[src/rtl/pio_pkg.sv]
package pio_pkg;

  typedef enum logic [1:0] {
    PM_GPIO_IN  = 2'd0,
    PM_GPIO_OUT = 2'd1,
    PM_PERIPH0  = 2'd2,
    PM_PERIPH1  = 2'd3
  } pin_mode_e;

  // mode bit selects GPIO/peripheral, direction bit refines it
  function automatic pin_mode_e decode_mode(input logic dedicated, input logic dir);
    pin_mode_e m;
    case ({dedicated, dir})
      2'b00:   m = PM_GPIO_IN;
      2'b01:   m = PM_GPIO_OUT;
      2'b10:   m = PM_PERIPH0;
      default: m = PM_PERIPH1;
    endcase
    return m;
  endfunction

endpackage

[src/rtl/pio_cfg_regs.sv]
module pio_cfg_regs #(
  parameter int NPINS  = 16,
  parameter int ADDR_W = 12,
  parameter logic [ADDR_W-1:0] DIR_OFS = 12'h950,
  parameter logic [ADDR_W-1:0] MODE_OFS = 12'h952
) (
  input  logic              clk,
  input  logic              hrst,
  input  logic              srst,
  input  logic              bus_sel,
  input  logic              bus_wr,
  input  logic [ADDR_W-1:0] bus_addr,
  input  logic [NPINS-1:0]  bus_wdata,
  output logic [NPINS-1:0]  bus_rdata,
  output logic [NPINS-1:0]  dir_pin,
  output logic [NPINS-1:0]  mode_pin
);

  localparam int MSB = NPINS - 1;

  logic [NPINS-1:0] dir_q;
  logic [NPINS-1:0] mode_q;
  logic             wr_en, rd_en, hit_dir, hit_mode;

  assign wr_en    = bus_sel & bus_wr;
  assign rd_en    = bus_sel & ~bus_wr;
  assign hit_dir  = (bus_addr == DIR_OFS);
  assign hit_mode = (bus_addr == MODE_OFS);

  // only the hard reset clears the configuration
  always_ff @(posedge clk) begin
    if (hrst) begin
      dir_q  <= '0;
      mode_q <= '0;
    end else if (wr_en) begin
      if (hit_dir)  dir_q  <= bus_wdata;
      if (hit_mode) mode_q <= bus_wdata;
    end
  end

  always_comb begin
    bus_rdata = '0;
    if (rd_en) begin
      if (hit_dir)       bus_rdata = dir_q;
      else if (hit_mode) bus_rdata = mode_q;
    end
  end

  // bus bit 0 (MSB in big-endian numbering) maps to pin 0
  for (genvar p = 0; p < NPINS; p++) begin : g_map
    assign dir_pin[p]  = dir_q[MSB-p];
    assign mode_pin[p] = mode_q[MSB-p];
  end

  // hard reset clears, even against a concurrent write
  a_r3_hrst_clears: assert property (@(posedge clk)
    hrst |=> (dir_q == '0) && (mode_q == '0));

  // soft reset without a write leaves contents alone
  a_r2_srst_holds: assert property (@(posedge clk) disable iff (hrst)
    (srst && !wr_en) |=> $stable(dir_q) && $stable(mode_q));

  // writes elsewhere touch nothing
  a_r9_stray_write: assert property (@(posedge clk) disable iff (hrst)
    (wr_en && !hit_dir && !hit_mode) |=> $stable(dir_q) && $stable(mode_q));

  // a write to the direction offset lands, mode register untouched
  a_r8_dir_write: assert property (@(posedge clk) disable iff (hrst)
    (wr_en && hit_dir) |=> (dir_q == $past(bus_wdata)) && $stable(mode_q));

endmodule

[src/rtl/pio_pin_cell.sv]
module pio_pin_cell
  import pio_pkg::*;
(
  input  logic clk,
  input  logic hrst,
  input  logic dedicated,
  input  logic dir,
  input  logic gpio_do,
  input  logic f0_oe,
  input  logic f0_do,
  input  logic f1_oe,
  input  logic f1_do,
  input  logic pin_di,
  output logic oe,
  output logic dout,
  output logic f0_di,
  output logic f1_di
);

  pin_mode_e mode;

  assign mode = decode_mode(dedicated, dir);

  always_comb begin
    oe    = 1'b0;
    dout  = 1'b0;
    f0_di = 1'b0;
    f1_di = 1'b0;
    case (mode)
      PM_GPIO_IN:  ;
      PM_GPIO_OUT: begin
        oe   = 1'b1;
        dout = gpio_do;
      end
      PM_PERIPH0: begin
        oe    = f0_oe;
        dout  = f0_do;
        f0_di = pin_di;
      end
      default: begin
        oe    = f1_oe;
        dout  = f1_do;
        f1_di = pin_di;
      end
    endcase
  end

  // a GPIO pin grounds both peripheral inputs
  a_r6_gpio_grounds: assert property (@(posedge clk) disable iff (hrst)
    !dedicated |-> (f0_di == 1'b0) && (f1_di == 1'b0));

  // function 1 owns the pin when selected
  a_r5_func1_owns: assert property (@(posedge clk) disable iff (hrst)
    (dedicated && dir) |-> (oe == f1_oe) && (dout == f1_do) && (f0_di == 1'b0));

  // GPIO input never drives
  a_r4_gpio_in_quiet: assert property (@(posedge clk) disable iff (hrst)
    (!dedicated && !dir) |-> !oe);

endmodule

[src/rtl/pio_pin_mux.sv]
module pio_pin_mux #(
  parameter int NPINS  = 16,
  parameter int ADDR_W = 12,
  parameter logic [ADDR_W-1:0] DIR_OFS  = 12'h950,
  parameter logic [ADDR_W-1:0] MODE_OFS = 12'h952,
  parameter logic [NPINS-1:0]  OD_MASK  = 16'h7FFF
) (
  input  logic              clk,
  input  logic              hrst,
  input  logic              srst,
  input  logic              bus_sel,
  input  logic              bus_wr,
  input  logic [ADDR_W-1:0] bus_addr,
  input  logic [NPINS-1:0]  bus_wdata,
  output logic [NPINS-1:0]  bus_rdata,
  input  logic [NPINS-1:0]  gpio_dout,
  input  logic [NPINS-1:0]  pf0_oe,
  input  logic [NPINS-1:0]  pf0_dout,
  input  logic [NPINS-1:0]  pf1_oe,
  input  logic [NPINS-1:0]  pf1_dout,
  input  logic [NPINS-1:0]  pin_din,
  output logic [NPINS-1:0]  pin_oe,
  output logic [NPINS-1:0]  pin_dout,
  output logic [NPINS-1:0]  pf0_din,
  output logic [NPINS-1:0]  pf1_din,
  output logic [NPINS-1:0]  pin_od_cap
);

  logic [NPINS-1:0] dir_pin;
  logic [NPINS-1:0] mode_pin;

  pio_cfg_regs #(
    .NPINS(NPINS), .ADDR_W(ADDR_W), .DIR_OFS(DIR_OFS), .MODE_OFS(MODE_OFS)
  ) u_regs (
    .clk(clk), .hrst(hrst), .srst(srst),
    .bus_sel(bus_sel), .bus_wr(bus_wr), .bus_addr(bus_addr),
    .bus_wdata(bus_wdata), .bus_rdata(bus_rdata),
    .dir_pin(dir_pin), .mode_pin(mode_pin)
  );

  for (genvar p = 0; p < NPINS; p++) begin : g_pin
    pio_pin_cell u_cell (
      .clk(clk), .hrst(hrst),
      .dedicated(mode_pin[p]), .dir(dir_pin[p]),
      .gpio_do(gpio_dout[p]),
      .f0_oe(pf0_oe[p]), .f0_do(pf0_dout[p]),
      .f1_oe(pf1_oe[p]), .f1_do(pf1_dout[p]),
      .pin_di(pin_din[p]),
      .oe(pin_oe[p]), .dout(pin_dout[p]),
      .f0_di(pf0_din[p]), .f1_di(pf1_din[p])
    );
  end

  assign pin_od_cap = OD_MASK;

  // reads of unmapped offsets return zero
  a_r9_unmapped_read: assert property (@(posedge clk) disable iff (hrst)
    (bus_sel && !bus_wr && bus_addr != DIR_OFS && bus_addr != MODE_OFS)
      |-> (bus_rdata == '0));

  // idle bus reads as zero
  a_r8_idle_zero: assert property (@(posedge clk) disable iff (hrst)
    !bus_sel |-> (bus_rdata == '0));

endmodule

[config.mk]
export PLATFORM = sky130hd
export DESIGN_NAME = pio_pin_mux
export DESIGN_NICKNAME = d
export VERILOG_FILES = /design/src/rtl/pio_pkg.sv /design/src/rtl/pio_cfg_regs.sv /design/src/rtl/pio_pin_cell.sv /design/src/rtl/pio_pin_mux.sv
export SDC_FILE = /design/constraint.sdc
export NUM_CORES = 1
export LEC_CHECK = 0
export ABC_AREA = 1
export CORE_AREA = 2 2 94 96
export CTS_CLUSTER_SIZE = 20
export DETAILED_ROUTE_END_ITERATION = 12
export DIE_AREA = 0 0 96 98
export PLACE_DENSITY = 0.89
export SLEW_MARGIN = 15
export SYNTH_ARGS = -nofsm -noshare
export SYNTH_HDL_FRONTEND = slang
export SYNTH_HIERARCHICAL = 1
export SYNTH_SLANG_ARGS = --single-unit
[constraint.sdc]
create_clock -name clk -period 3.3 [get_ports clk]
set_input_delay 0.66 -clock clk [delete_from_list [all_inputs] [get_ports clk]]
set_output_delay 0.66 -clock clk [all_outputs]
set_load 0.02 [all_outputs]
# Word level (Yosys, flattened, before mapping)
# Index checks and enable logic that the tools add are counted.
[classes]
n_eq_ne = 66
mux = 83
bitwise_logic = 3
reduce_logical = 50
[op_table]
columns = ["op", "n"]
rows = [
  ["$pmux W1 S3", 32],
  ["$pmux W2 S3", 16],
  ["$eq A2 B1 Y1 const B", 32],
  ["$eq A2 B2 Y1 const B", 32],
  ["$logic_not A2 Y1", 32],
  ["$mux W16", 3],
  ["$reduce_or A3 Y1", 16],
  ["$mux W1", 32],
  ["$eq A12 B12 Y1 const B", 2],
  ["$reduce_and A2 Y1", 2],
  ["$and A1 B1 Y1", 2],
  ["$not A1 Y1", 1],
]
[word_totals]
reg_bits = 32
in_bits = 129
output_inout_bits = 96

# Longest topological paths before layout
[logic_depth]
depth_word = 5
depth_mapped = 9

# By module
# Netlist, hierarchy kept.
[by_module_without_submodules]
columns = ["mod", "n_inst", "cells_per_inst", "area_per_inst_um2", "seq_area_each_um2"]
rows = [
  ["pio_cfg_regs", 1, 335, 1994.4, 640.6],
  ["pio_pin_cell", 16, 12, 60.1, 0.0],
  ["pio_pin_mux", 1, 18, 127.6, 0.0],
]

# Worst setup path before layout
# No wires, ideal clock.
[synth_path]
path_type = "input to output"
from = "input port bus_addr[5]"
to = "output port bus_rdata[15]"
arrival_time_ps = 1687
required_time_ps = 2640
setup_slack_ps = 953
cell_stages = 7
path_cell_list = "nor2_1 > nand2_1 > nor2_4 > buf_6 > buf_4 > nand3_1 > a21oi_1"
[synth_between]
elab_chain_cells = 4
elab_cells_between_ends = 5
[synth_lines]
columns = ["element", "line", "text"]
rows = [
  ["from (decl)", "pio_pin_mux.sv:13", "input logic [ADDR_W-1:0] bus_addr,"],
  ["$eq A12 B12 Y1", "pio_cfg_regs.sv:28", "assign hit_mode = (bus_addr == MODE_OFS);"],
  ["$mux W16", "pio_cfg_regs.sv:45", "else if (hit_mode) bus_rdata = mode_q;"],
  ["$mux W16 *", "pio_cfg_regs.sv:44", "if (hit_dir) bus_rdata = dir_q;"],
  ["$mux W16 *", "pio_cfg_regs.sv:43", "if (rd_en) begin"],
  ["to (decl)", "pio_pin_mux.sv:15", "output logic [NPINS-1:0] bus_rdata,"],
]
# Every way passes the cells marked *; elsewhere a longest branch is shown, timed or not.

# Worst setup path in the final report
[layout_path]
from = "input port bus_addr[6]"
to = "output port bus_rdata[1]"
# The elaborated chain is that of the path after synthesis.

==> flow_summary.yaml <==
worst_setup_path:
  crit_path_end_kind: "primary output"
  cp.buffers_inverters: 4
  crit_chain: "clkdlybuf4s50_1 > nand2_1 > inv_1 > nand2_1 > nor2_4 > buf_12 > nand3_1 > a21oi_1 > clkdlybuf4s50_1"
  crit_arrival_ps: 2550
  cp.required_ps: 2640
  cp-start-kind: "input port"
  cp_max_fo: 38
  cpPeakStageDelay_ps: 630
  cp_top_family: "buffers and inverters"
  crit_slowest_cell: "clkdlybuf4s50_1"
  worst-setup-path-type: "in2out"
clocking:
  root_buffer: "clkbuf_8"
  cts_buffers: 5
  cts_max_path_buffers: 2
  cts_tree: "yes"
  htree_levels: 2
  clkTransAtPathRegs_ps: 60
  insertion_delay_ps: 280
  clock_sinks: 32
  cts-hold-fix-buffers: 0
global_routing:
  use_met1_pct: 21.67
  track_usage_pct: 21.45
  overflow: 0
  grt_max_degree: 39
  antenna_found_initial: 0
  grt.busiest_layer: "met2"
  grt_pass1_wl_mm: 16.55
  grt_use_met2_pct: 40.92
  gr-usage-met3_pct: 6.636
  first_global_vias: 3844
layout:
  area_delta_synth_final_pct: 72.36
  nNetsFinal: 870
  most-common-layout-cells: "196 x clkdlybuf4s50_1, 135 x inv_1, 112 x nand3_1"
  design_area_um2: 5314
  nFillCells: 767
  antenna-diode-count: 0
  final_common_cell: "clkdlybuf4s50_1"
  layout.cells.non_filler: 850
  drive_gt1_share_pct: 4.717
place:
  pre_cts_ws_ps: 40.75
  dp_hpwl_mm: 8.192
  port_buffers: 207
  dp.cells: 842
  post_dp_cell_area_um2: 5196
  gp_congestion: 0.8102
logic_synthesis:
  synth_edf_count: 0
  avgSynthCellArea_um2: 5.657
  synth_cell_types: 22
  ys_ff_latch: 32
  netlist_instances: 545
  synth.cell_area_um2: 3083
  synth_seq_area_share_pct: 20.78
  synth-warning-count: 6
  async_flop_share_pct: 0
  synth_flop_cell: "dfxtp_1"
routing:
  post_drt_wl_per_cell_um: 12.61
  firstDrtPassIters: 5
  routed_wirelength_mm: 10.72
  drtAntennaViolNets: 0
  route.detailed.drc: 0
  vias_per_cell: 4.906
  vias: 4170
  first_iter_violations: 136
power:
  p_leak_uw: 0.002353
  ir_worst_vdd_v: 0.0001523
  powerDensity_nw_per_um2: 174.9
timing:
  finClkSkew_ps: 0
  setup_viol: 0
  rsz0062_at_grt: "no"
  slew_viol_final: 0
  setup_tns_ps: 0
  fin_ws_ps: 89.99
  max_slew.worst_pin.slew_ps: 987.3
  finalHoldViolCount: 0
  max_freq_ghz: 0.3115
  fin_crit_ps: 3210
  relSlewSlack_pct: 34.11
  fin_hold_ws_ps: 589.2
  period_share_pct: 97.27
die:
  core_um2: 8466
  die_h_um: 98
  fp.dieArea_um2: 9408
  io_pins: 225
  rows: 34
  die_x_um: 96
  initial_core_util_pct: 36.42
min_path:
  hold_class: "reg2reg"
outcome:
  status: "completed"
flow_run:
  cap_violations: 0
[power breakdown]
part           internal, uW  total [uW]  switching, uW  leakage [uW]
Sequential              386         386         0.0678      0.000258
Combinational           146         234           87.9       0.00205
Clock                   170         310            140     0.0000455
[worst register-to-register path: cells and delay by family, from the launching register on]
| family | cells | cell delay [ps] |
|---|---|---|
| flip-flops | 1 | 450 |
| AND/OR/NAND/NOR | 2 | 160 |
| buffers and inverters | 2 | 120 |
[layer usage]
layer / vias to the layer above / routed length (um)
li1: 2083 / -
met1: 1881 / 3912
met2: 185 / 5556
met3: 21 / 1034
met4: 0 / 215
met5: - / 0
[flip-flops by register name, indices dropped and copies added, names as in the netlist]
register       cells
u_regs/dir_q      16
u_regs/mode_q     16
[kinds of logic after synthesis]
logic type      Yosys count  share of synthesized area (%)
simple gates            304                          49.11
buf+inv                 175                          24.68
compound gates           32                          5.195
flops                    32                          20.78
other cells               2                         0.2436
[path summary, 6_finish.rpt]
| path | from | endpoint | slack (ps) | cells after the start |
|---|---|---|---|---|
| max | bus_addr[6] | bus_rdata[1] | 90 | 9 |
| min reg2reg | u_regs/mode_q[12] | u_regs/mode_q[12] | 590 | 4 |
| max reg2reg | u_regs/dir_q[15] | u_regs/dir_q[15] | 2500 | 4 |
| min | u_regs/mode_q[12] | u_regs/mode_q[12] | 590 | 4 |
[what timing repair did]
action                                  4_1_cts  5_1_grt
endpoints found under the hold margin         0        0
endpoints found under the setup margin        0       11
gates resized for setup                       0       11
setup buffers                                 0        0
[stage by stage]
| step | total power (uW) | utilization (%) |
|---|---|---|
| 2_1_floorplan | 472.8 | - |
| 3_3_place_gp | 621.4 | 61.38 |
| 3_5_place_dp | 626.3 | 61.38 |
| 4_1_cts | 939.8 | 62.44 |
| 5_1_grt | 970.7 | 62.77 |
| 6_report | 929.4 | 62.77 |
[final cells by class]
cell class	count	area (um2)	share of cell area, %
multi-input combinational	352	1739	32.73
tap	108	135.1	2.543
inverter	137	514.2	9.677
clock buffer	8	90.09	1.695
timing repair buffer	213	2195	41.30
sequential	32	640.6	12.06
[cells in the mapped netlist (4+ instances only)]
master	n	area [um2]
nor3_2	16	160.2
inv_1	135	506.7
dfxtp_1	32	640.6
nor3_1	16	80.08
o21ai_0	16	80.08
buf_1	4	15.01
nand3_1	112	560.5
nor2_1	34	127.6
nand2_1	88	330.3
a21oi_1	16	80.08
clkbuf_1	5	18.77
buf_2	5	25.02
nand4_1	32	200.2
buf_4	22	165.2
Note: power is estimated with default switching activity, not from simulation.
